`src/rtl/dirq_pkg.sv`:
```
package dirq_pkg;

    // Register offsets inside the global page and inside a channel window
    localparam logic [7:0] OFF_PEND = 8'h00;
    localparam logic [7:0] OFF_EN   = 8'h10;
    localparam logic [7:0] OFF_IDLE = 8'h2C;
    localparam logic [7:0] OFF_CTL  = 8'h40;
    localparam logic [7:0] OFF_STAT = 8'h44;

    typedef enum logic [1:0] {
        CH_QUIET = 2'd0,
        CH_PEND  = 2'd1,
        CH_RECHK = 2'd2
    } pend_state_e;

endpackage

```
`src/rtl/dirq_chan_regs.sv`:
```
module dirq_chan_regs #(
    parameter int EV_W = 5
) (
    input  logic            clk,
    input  logic            rst_n,
    input  logic [EV_W-1:0] ev_i,
    input  logic            ctl_we_i,
    input  logic            stat_we_i,
    input  logic [EV_W-1:0] wdata_i,
    output logic [EV_W-1:0] ctl_o,
    output logic [EV_W-1:0] stat_o,
    output logic            level_o
);

    logic [EV_W-1:0] ctl_q;
    logic [EV_W-1:0] stat_q;

    always_ff @(posedge clk) begin
        if (!rst_n) begin
            ctl_q  <= '0;
            stat_q <= '0;
        end else begin
            if (ctl_we_i) begin
                ctl_q <= wdata_i;
            end
            // zero-written bits clear, an incoming event always wins
            stat_q <= (stat_we_i ? (stat_q & wdata_i) : stat_q) | ev_i;
        end
    end

    assign ctl_o   = ctl_q;
    assign stat_o  = stat_q;
    assign level_o = |(ctl_q & stat_q);

    AST_EV_STICKS: assert property (@(posedge clk) disable iff (!rst_n)
        (|ev_i) |=> ((stat_q & $past(ev_i)) == $past(ev_i)));

    AST_STAT_HOLDS: assert property (@(posedge clk) disable iff (!rst_n)
        !stat_we_i |=> ((stat_q & $past(stat_q)) == $past(stat_q)));

endmodule

```
`src/rtl/dirq_pend_fsm.sv`:
```
module dirq_pend_fsm
    import dirq_pkg::*;
(
    input  logic clk,
    input  logic rst_n,
    input  logic level_i,
    input  logic clr_i,
    output logic pend_o
);

    pend_state_e state_q, state_d;
    logic        level_q;
    logic        rise;

    assign rise = level_i & ~level_q;

    always_ff @(posedge clk) begin
        if (!rst_n) begin
            state_q <= CH_QUIET;
            level_q <= 1'b0;
        end else begin
            state_q <= state_d;
            level_q <= level_i;
        end
    end

    always_comb begin
        state_d = state_q;
        unique case (state_q)
            CH_QUIET: if (level_i) state_d = CH_PEND;
            CH_PEND:  if (clr_i && !rise) state_d = CH_RECHK;
            CH_RECHK: state_d = level_i ? CH_PEND : CH_QUIET;
            default:  state_d = CH_QUIET;
        endcase
    end

    always_comb begin
        pend_o = (state_q == CH_PEND);
    end

    AST_PEND_STICKY: assert property (@(posedge clk) disable iff (!rst_n)
        (state_q == CH_PEND && !clr_i) |=> (state_q == CH_PEND));

    AST_CLR_COLLIDE: assert property (@(posedge clk) disable iff (!rst_n)
        (state_q == CH_PEND && clr_i && level_i && !level_q) |=> pend_o);

    AST_RECHK_BRIEF: assert property (@(posedge clk) disable iff (!rst_n)
        (state_q == CH_RECHK) |=> (state_q != CH_RECHK));

endmodule

```
`src/rtl/dirq_regbus.sv`:
```
module dirq_regbus
    import dirq_pkg::*;
#(
    parameter int NUM_CH = 4,
    parameter int EV_W   = 5,
    parameter int ADDR_W = 12,
    parameter int DATA_W = 32
) (
    input  logic                       sel_i,
    input  logic                       wr_i,
    input  logic [ADDR_W-1:0]          addr_i,
    input  logic [DATA_W-1:0]          wdata_i,
    input  logic [NUM_CH-1:0]          pend_i,
    input  logic [NUM_CH-1:0]          en_i,
    input  logic [NUM_CH-1:0]          idle_i,
    input  logic [NUM_CH-1:0][EV_W-1:0] ctl_i,
    input  logic [NUM_CH-1:0][EV_W-1:0] stat_i,
    output logic [DATA_W-1:0]          rdata_o,
    output logic [NUM_CH-1:0]          pend_clr_o,
    output logic                       en_we_o,
    output logic [NUM_CH-1:0]          ctl_we_o,
    output logic [NUM_CH-1:0]          stat_we_o
);

    localparam int SEL_W = ADDR_W - 8;

    logic [SEL_W-1:0] page;
    logic [7:0]       off;
    logic             wr_hit;

    assign page   = addr_i[ADDR_W-1:8];
    assign off    = addr_i[7:0];
    assign wr_hit = sel_i & wr_i;

    always_comb begin
        rdata_o    = '0;
        pend_clr_o = '0;
        en_we_o    = 1'b0;
        ctl_we_o   = '0;
        stat_we_o  = '0;
        if (page == '0) begin
            case (off)
                OFF_PEND: begin
                    rdata_o = DATA_W'(pend_i);
                    if (wr_hit) pend_clr_o = wdata_i[NUM_CH-1:0];
                end
                OFF_EN: begin
                    rdata_o = DATA_W'(en_i);
                    en_we_o = wr_hit;
                end
                OFF_IDLE: rdata_o = DATA_W'(idle_i);
                default: ;
            endcase
        end
        for (int i = 0; i < NUM_CH; i++) begin
            if (page == SEL_W'(i + 1)) begin
                if (off == OFF_CTL) begin
                    rdata_o     = DATA_W'(ctl_i[i]);
                    ctl_we_o[i] = wr_hit;
                end else if (off == OFF_STAT) begin
                    rdata_o      = DATA_W'(stat_i[i]);
                    stat_we_o[i] = wr_hit;
                end
            end
        end
    end

endmodule

```
`src/rtl/dma_irq_merge.sv`:
```
module dma_irq_merge
    import dirq_pkg::*;
#(
    parameter int NUM_CH = 4,
    parameter int EV_W   = 5,
    parameter int ADDR_W = 12,
    parameter int DATA_W = 32
) (
    input  logic                   clk,
    input  logic                   rst_n,
    input  logic [NUM_CH*EV_W-1:0] ev_pulse,
    input  logic [NUM_CH-1:0]      ch_idle,
    input  logic                   bus_sel,
    input  logic                   bus_wr,
    input  logic [ADDR_W-1:0]      bus_addr,
    input  logic [DATA_W-1:0]      bus_wdata,
    output logic [DATA_W-1:0]      bus_rdata,
    output logic                   irq
);

    logic [NUM_CH-1:0][EV_W-1:0] ctl_w;
    logic [NUM_CH-1:0][EV_W-1:0] stat_w;
    logic [NUM_CH-1:0]           level_w;
    logic [NUM_CH-1:0]           pend_w;
    logic [NUM_CH-1:0]           pend_clr_w;
    logic [NUM_CH-1:0]           ctl_we_w;
    logic [NUM_CH-1:0]           stat_we_w;
    logic                        en_we_w;
    logic [NUM_CH-1:0]           en_q;

    dirq_regbus #(
        .NUM_CH (NUM_CH),
        .EV_W   (EV_W),
        .ADDR_W (ADDR_W),
        .DATA_W (DATA_W)
    ) u_bus (
        .sel_i      (bus_sel),
        .wr_i       (bus_wr),
        .addr_i     (bus_addr),
        .wdata_i    (bus_wdata),
        .pend_i     (pend_w),
        .en_i       (en_q),
        .idle_i     (ch_idle),
        .ctl_i      (ctl_w),
        .stat_i     (stat_w),
        .rdata_o    (bus_rdata),
        .pend_clr_o (pend_clr_w),
        .en_we_o    (en_we_w),
        .ctl_we_o   (ctl_we_w),
        .stat_we_o  (stat_we_w)
    );

    for (genvar g = 0; g < NUM_CH; g++) begin : g_ch
        dirq_chan_regs #(.EV_W(EV_W)) u_regs (
            .clk       (clk),
            .rst_n     (rst_n),
            .ev_i      (ev_pulse[g*EV_W +: EV_W]),
            .ctl_we_i  (ctl_we_w[g]),
            .stat_we_i (stat_we_w[g]),
            .wdata_i   (bus_wdata[EV_W-1:0]),
            .ctl_o     (ctl_w[g]),
            .stat_o    (stat_w[g]),
            .level_o   (level_w[g])
        );

        dirq_pend_fsm u_fsm (
            .clk     (clk),
            .rst_n   (rst_n),
            .level_i (level_w[g]),
            .clr_i   (pend_clr_w[g]),
            .pend_o  (pend_w[g])
        );
    end

    always_ff @(posedge clk) begin
        if (!rst_n) begin
            en_q <= '0;
        end else if (en_we_w) begin
            en_q <= bus_wdata[NUM_CH-1:0];
        end
    end

    assign irq = |(pend_w & en_q);

    AST_IRQ_FALL_BY_WRITE: assert property (@(posedge clk) disable iff (!rst_n)
        $fell(irq) |-> $past(bus_sel && bus_wr));

endmodule

```
`config.mk`:
```
export PLATFORM = sky130hd
export DESIGN_NAME = dma_irq_merge
export DESIGN_NICKNAME = d
export VERILOG_FILES = /design/src/rtl/dirq_pkg.sv /design/src/rtl/dirq_chan_regs.sv /design/src/rtl/dirq_pend_fsm.sv /design/src/rtl/dirq_regbus.sv /design/src/rtl/dma_irq_merge.sv
export SDC_FILE = /design/constraint.sdc
export NUM_CORES = 1
export LEC_CHECK = 0
export ABC_AREA = 1
export ABC_CLOCK_PERIOD_IN_PS = 3900
export CORE_ASPECT_RATIO = 0.7
export CORE_UTILIZATION = 30
export DETAILED_ROUTE_END_ITERATION = 6
export DONT_BUFFER_PORTS = 1
export GPL_TIMING_DRIVEN = 0
export RECOVER_POWER = 100
export SKIP_CTS_REPAIR_TIMING = 1
export SLEW_MARGIN = 20
export SYNTH_ARGS = -nofsm -noshare
export SYNTH_HDL_FRONTEND = slang
export SYNTH_HIERARCHICAL = 1
export SYNTH_SLANG_ARGS = --single-unit
```
`constraint.sdc`:
```
create_clock -name clk -period 3.9 [get_ports clk]
set_clock_uncertainty 0.1 [all_clocks]
set_input_delay 0.39 -clock clk [delete_from_list [all_inputs] [get_ports clk]]
set_output_delay 0.39 -clock clk [all_outputs]
set_load 0.005 [all_outputs]
```
; ---- Word level (Yosys, flattened, before mapping)
; Index checks and enable logic that the tools add are counted.
[op_classes]
muxes = 50
reduce_logical = 23
n_bitwise = 22
eq_ne = 24
[op_table]
columns = cell, n
row1 = 2-to-1 mux 32 bit, 13
row2 = AND 5 bit, 8
row3 = case mux 2 bit (3 select lines), 4
row4 = 2-to-1 mux 5 bit, 4
row5 = OR 5 bit, 4
row6 = OR reduction 5 bit, 4
row7 = 2-to-1 mux 1 bit, 17
row8 = "equality test 8 x 7 -> 1 bit, second input constant", 2
row9 = 2-to-1 mux 2 bit, 8
row10 = 2-to-1 mux 4 bit, 3
row11 = case mux 4 bit (3 select lines), 1
row12 = "equality test 2 x 1 -> 1 bit, second input constant", 4
row13 = "equality test 2 bit, second input constant", 4
row14 = "equality test 4 x 2 -> 1 bit, second input constant", 2
row15 = "equality test 8 x 5 -> 1 bit, second input constant", 1
row16 = "equality test 8 x 6 -> 1 bit, second input constant", 1
row17 = zero test 2 bit, 4
row18 = zero test 8 bit, 1
row19 = "inequality test 2 x 1 -> 1 bit, second input constant", 4
row20 = "inequality test 2 bit, second input constant", 4
row21 = AND reduction 2 bit, 4
row22 = AND 1 bit, 5
row23 = AND 4 bit, 1
row24 = "equality test 4 x 1 -> 1 bit, second input constant", 1
row25 = 6 further kinds, 15
[totals]
input_bits = 72
register_bits = 56
out_inout_bits = 33

; ---- Longest topological paths before layout
[logic_depth]
depth_word = 15
mapped_depth = 19
ltp_nobuf = 19

; ---- By module
; Netlist, hierarchy kept.
[modules_own_cells]
columns = mod, n_inst, area_per_inst_um2, cells_per_inst
row1 = dirq_chan_regs, 4, 417.9, 56
row2 = dirq_regbus, 1, 1183.6, 240
row3 = dirq_pend_fsm, 4, 121.4, 18
row4 = dma_irq_merge, 1, 200.2, 34

; ---- Worst setup path before layout
; Ideal clock, no wire load.
[synth_timing]
kind = input-to-output
from = input port bus_addr[10]
to = output port bus_rdata[0]
stages = 18
setup_slack_ps = 1786
t_arrival_ps = 1624
path_cell_list = or2_4 > nor2_4 > nand2_4 > clkinv_2 > nor2_1 > o21ai_1 > nand2_1 > nand2_1 > nand2_1 > nand2_1 > o21ai_1 > nand2_1 > nand2_1 > nand2_1 > nand2_1 > nand2_1 > nand2_1 > nand2_1
[synth_via]
elab_chain_len = 14
[synth_rtl]
columns = element, line_no
row1 = start: declaration, dma_irq_merge.sv:15  ; input logic [ADDR_W-1:0] bus_addr,
row2 = zero test 4 bit, dirq_regbus.sv:41  ; if (page == '0) begin
row3 = 2-to-1 mux 32 bit, dirq_regbus.sv:41
row4 = 2-to-1 mux 32 bit, dirq_regbus.sv:60  ; end else if (off == OFF_STAT) begin
row5 = 2-to-1 mux 32 bit, dirq_regbus.sv:57  ; if (off == OFF_CTL) begin
row6 = 2-to-1 mux 32 bit, dirq_regbus.sv:56  ; if (page == SEL_W'(i + 1)) begin
row7 = 2-to-1 mux 32 bit, dirq_regbus.sv:60
row8 = 2-to-1 mux 32 bit, dirq_regbus.sv:57
row9 = 2-to-1 mux 32 bit, dirq_regbus.sv:56
row10 = 2-to-1 mux 32 bit, dirq_regbus.sv:60
row11 = 2-to-1 mux 32 bit, dirq_regbus.sv:57
row12 = 2-to-1 mux 32 bit, dirq_regbus.sv:56
row13 = 2-to-1 mux 32 bit, dirq_regbus.sv:60
row14 = 2-to-1 mux 32 bit, dirq_regbus.sv:57
row15 = 2-to-1 mux 32 bit (*), dirq_regbus.sv:56
row16 = end: declaration, dma_irq_merge.sv:17  ; output logic [DATA_W-1:0] bus_rdata,
; Mark *: on every way between the ends. The rest lies on a longest branch, timed or not.

; ---- Worst setup path in the final report
[layout_timing]
from = input port bus_addr[0]
to = output port bus_rdata[1]
[layout_via]
elab_chain_len = 15
[layout_rtl]
columns = element, line_no
row1 = equality test 8 x 6 -> 1 bit (tied with other cells), dirq_regbus.sv:42  ; case (off)
row2 = case mux 4 bit (3 select lines), dirq_regbus.sv:42
row3 = 2-to-1 mux 32 bit, dirq_regbus.sv:41
row4 = 2-to-1 mux 32 bit, dirq_regbus.sv:60
row5 = 2-to-1 mux 32 bit, dirq_regbus.sv:57
row6 = 2-to-1 mux 32 bit, dirq_regbus.sv:56
row7 = 2-to-1 mux 32 bit, dirq_regbus.sv:60
row8 = 2-to-1 mux 32 bit, dirq_regbus.sv:57
row9 = 2-to-1 mux 32 bit, dirq_regbus.sv:56
row10 = 2-to-1 mux 32 bit, dirq_regbus.sv:60
row11 = 2-to-1 mux 32 bit, dirq_regbus.sv:57
row12 = 2-to-1 mux 32 bit, dirq_regbus.sv:56
row13 = 2-to-1 mux 32 bit, dirq_regbus.sv:60
row14 = 2-to-1 mux 32 bit, dirq_regbus.sv:57
row15 = 2-to-1 mux 32 bit (*), dirq_regbus.sv:56
; Marked as above.

==> tab_implementation.tex <==
\begin{tabular}{lr}
\hline
Metric & Value \\
\hline
\multicolumn{2}{l}{\textbf{Outcome}} \\
Status & completed \\
\multicolumn{2}{l}{\textbf{Clocking}} \\
H-tree depth reported by CTS & 2 \\
Inserted Clock Buffers & 5 \\
Number of clock sinks & 56 \\
Post-CTS clock slew at the launch and capture registers of the worst setup and hold paths & about 70 ps \\
Clock tree from TritonCTS & built \\
Max Buffers Root-to-Sink & 2 \\
Latest clock arrival within the worst-skew pair & roughly 290 ps \\
Clock root buffer & sky130\_fd\_sc\_hd\_\_clkbuf\_16 \\
\multicolumn{2}{l}{\textbf{Cells and area}} \\
Multi-input gate area & 1780 µm² \\
Finished Cell Area & approximately 3900 µm² \\
Register cell area after layout & between 1000 and 1500 µm² \\
Fill cells & around 1300 \\
Diode insertion count for antenna repair & 0 \\
Final cell count without fillers & $\sim$760 \\
\# nets final & 675 \\
Fraction of layout instances using a drive strength above 1 & roughly an eighth \\
Layout overhead on the synthesized area & 9.08\% \\
\multicolumn{2}{l}{\textbf{Power}} \\
Static Leakage & $\sim$2.1 nW \\
Maximum resistive drop on vdd & $\sim$140 µV \\
Cell area power density & $\sim$290 nW/µm² \\
\multicolumn{2}{l}{\textbf{Synthesis}} \\
Share of the synthesized area in the top cell type & a little under a third \\
Count of cell types in the netlist & 33 \\
Syn Std Cell Area & between 3000 and 4000 µm² \\
Biggest area contributors in the synthesized netlist & sky130\_fd\_sc\_hd\_\_dfxtp\_1 32\%, sky130\_fd\_sc\_hd\_\_nand2\_1 21\%, sky130\_fd\_sc\_hd\_\_inv\_1 9.8\% \\
YS warnings & 6 \\
Sequential element share of the synthesized area & a little under a third \\
Share of synthesized flip-flops with an asynchronous set or reset & 0\% \\
EDFF count, synth & 0 \\
Top FF cell, synth & sky130\_fd\_sc\_hd\_\_dfxtp\_1 \\
Synthesized instance count & 570 \\
Synthesized area per cell & 6.21 µm² \\
Leading cell type by number of instances after synthesis & sky130\_fd\_sc\_hd\_\_nand2\_1 \\
Area leader, netlist & sky130\_fd\_sc\_hd\_\_dfxtp\_1 \\
Top cells by count, synth & 199 x sky130\_fd\_sc\_hd\_\_nand2\_1, 92 x sky130\_fd\_sc\_hd\_\_inv\_1, 56 x sky130\_fd\_sc\_hd\_\_dfxtp\_1 \\
Yosys reg bits & 56 \\
\multicolumn{2}{l}{\textbf{Worst setup path}} \\
Worst path cell trace & inv\_1, nand2\_1, nor3\_1, nand2\_1, inv\_1, clkbuf\_1, nand2\_1, nand3\_1, o211ai\_1, nand2\_1, nand2\_1, nand2\_1, nand2\_1, nand2\_1 \\
Endpoint class of the critical path & output pin \\
Logic depth of the worst register-to-register path & 8 \\
Data arrival time of the critical path & 2430 ps \\
Reg-to-reg startpoint & g\_ch[1].u\_regs/stat\_o[3] \\
CP max stage cell & sky130\_fd\_sc\_hd\_\_clkbuf\_1 \\
End point of the critical path & bus\_rdata[1] \\
Worst reg2reg endpoint & g\_ch[1].u\_fsm/state\_q[0] \\
CP Launch Point & bus\_addr[0] \\
Critical Path Source Type & input pin \\
Most used cell, CP & sky130\_fd\_sc\_hd\_\_nand2\_1 \\
Largest fanout on the critical path & 10 \\
Flop2flop setup slack & 2730 ps \\
Required time of the worst setup path & around 3400 ps \\
Startpoint-to-endpoint class of the critical path & input pin to output pin \\
Maximum cell stage delay along the critical path & slightly above 400 ps \\
\multicolumn{2}{l}{\textbf{Drt}} \\
Via count of the routed design & 3316 \\
Post-Route WL & 8.91 mm \\
Number of detailed-route iterations in the first pass & 5 \\
Routed wirelength normalized by instance count & between 10 and 15 µm \\
DRC & 0 \\
Vias per Instance & around 4.4 \\
DRT iter0 DRCs & 281 \\
Number of antenna-violating nets in the routed design & 0 \\
\multicolumn{2}{l}{\textbf{Placed design}} \\
Port buffer count & 0 \\
Post-placement cell area & $\sim$3800 µm² \\
Gp weighted congestion & about 0.94 \\
DPL Wire Length & roughly 6.9 mm \\
DP Cell Count & 749 \\
\multicolumn{2}{l}{\textbf{Floorplan}} \\
Initial standard-cell utilization of the core & between 30\% and 40\% \\
Standard-cell row count & 32 \\
Floorplan Core Area & $\sim$11000 µm² \\
Die outline width & $\sim$130 µm \\
Area of the die & $\sim$12000 µm² \\
Floorplan die height & a little over 90 µm \\
Num ports & roughly 110 \\
\multicolumn{2}{l}{\textbf{Timing}} \\
Final hold violations & 0 \\
Number of max-slew violations in the final report & 0 \\
Setup\_tns & 0 ps \\
Setup violations, final & 0 \\
Unrepaired setup endpoints after global routing & false \\
Crit share post-route & between 70\% and 80\% \\
Time the worst path needs with I/O delays and setup & between 2000 and 3000 ps \\
Relative slew slack & between 60 and 70\% \\
Least-Margin Pin Slew & about 510 ps \\
Min Hold Slack & between 100 and 150 ps \\
Maximum frequency from static timing analysis & 342 MHz \\
\multicolumn{2}{l}{\textbf{Global route}} \\
Maximum number of pins on one net before global-route repair & 37 \\
Global-route wire length before repair & $\sim$14 mm \\
GR Util All Layers & between 10 and 15\% \\
Antenna violations before repair & 0 \\
Via count of the first global-routing pass & roughly 3000 \\
GR Overflow Total & 0 \\
\multicolumn{2}{l}{\textbf{Hold path}} \\
Hold WC Path Type & input pin to flip-flop \\
\multicolumn{2}{l}{\textbf{Run}} \\
Maxcap violations & 0 \\
\hline
\end{tabular}
[worst max-delay path: cells and delay by family]
family / cells / cell delay, ps
simple gates: 10 / 1250
compound gates: 1 / 80
buf+inv: 3 / 700
[layout by cell type, fill, tap and decap left out, types with 3 or more instances in the layout]
master                      count
sky130_fd_sc_hd__dfxtp_1       56
sky130_fd_sc_hd__nand2_1      200
sky130_fd_sc_hd__conb_1        27
sky130_fd_sc_hd__nand2_2        3
sky130_fd_sc_hd__o21ai_1       12
sky130_fd_sc_hd__inv_2          7
sky130_fd_sc_hd__a21oi_2       12
sky130_fd_sc_hd__clkbuf_16      5
sky130_fd_sc_hd__inv_1         94
sky130_fd_sc_hd__o21ai_0       16
sky130_fd_sc_hd__clkbuf_1       8
sky130_fd_sc_hd__nor2_2         6
sky130_fd_sc_hd__nor2_1        53
sky130_fd_sc_hd__buf_4         27
sky130_fd_sc_hd__a21oi_1       37
sky130_fd_sc_hd__or2_0          5
sky130_fd_sc_hd__nand3_1       14
[registers in the layout, indices dropped and copies added (netlist names)]
name	flops
g_ch.u_regs/stat_o	20
g_ch.u_fsm/level_q	4
g_ch.u_fsm/state_q	8
g_ch.u_regs/ctl_o	20
en_q	4
[per-layer routing]
metal	vias up	part of all wire [%]	track usage (%)	wire length [µm]
met4	0	0.15	2.03	13
met3	2	8.8	3.56	788
met1	1459	49	20.9	4380
li1	1729	-	-	-
met2	126	42	23.7	3730
met5	-	0	0	0
[power breakdown]
group	total, mW	switching [mW]	internal (mW)
logic	0.0885	0.0492	0.0393
registers	0.601	0.0141	0.586
clock network	0.434	0.201	0.234
total	1.12	0.264	0.859
[final cells by class]
cell class	count	area share, %
plain buffers	37	6.45
clock buffers	5	3.24
clock inverters	2	0.324
inverters	103	10.0
multi-input cells	400	46.0
flip-flops and latches	56	29.0
well taps	153	4.96
[logic make-up after synthesis]
kind of cell / synth area share (%)
AO/OA/AOI/OAI: 14.7
buffers and inverters: 19.1
flip-flops: 31.7
other: 0.106
AND/OR/NAND/NOR: 34.4
[through the flow]
step | util (%) | setup WS [ps] | power (mW)
finish | 34.3 | 975 | 1.12
global route | 34.3 | 787 | 1.17
CTS | 35.3 | 1490 | 1.14
detailed placement | 34.0 | 1490 | 0.707
global placement | 34.0 | 1520 | 0.704
floorplan | - | 1790 | 0.691
[worst min path at each step]
| stage | start | endpoint | slack (ps) | cells after the start |
|---|---|---|---|---|
| after CTS | rst_n | en_q[1] | 110 | 2 |
| after detailed placement | en_q[1] | en_q[1] | 380 | 2 |
| after global routing | rst_n | en_q[3] | 110 | 2 |
| final | rst_n | g_ch[2].u_fsm/level_q | 120 | 2 |
| after global placement | en_q[1] | en_q[1] | 380 | 2 |
| after floorplan | g_ch[1].u_regs/stat_o[3] | g_ch[1].u_regs/stat_o[3] | 360 | 2 |
No activity file was read; power rests on OpenSTA's default activity.
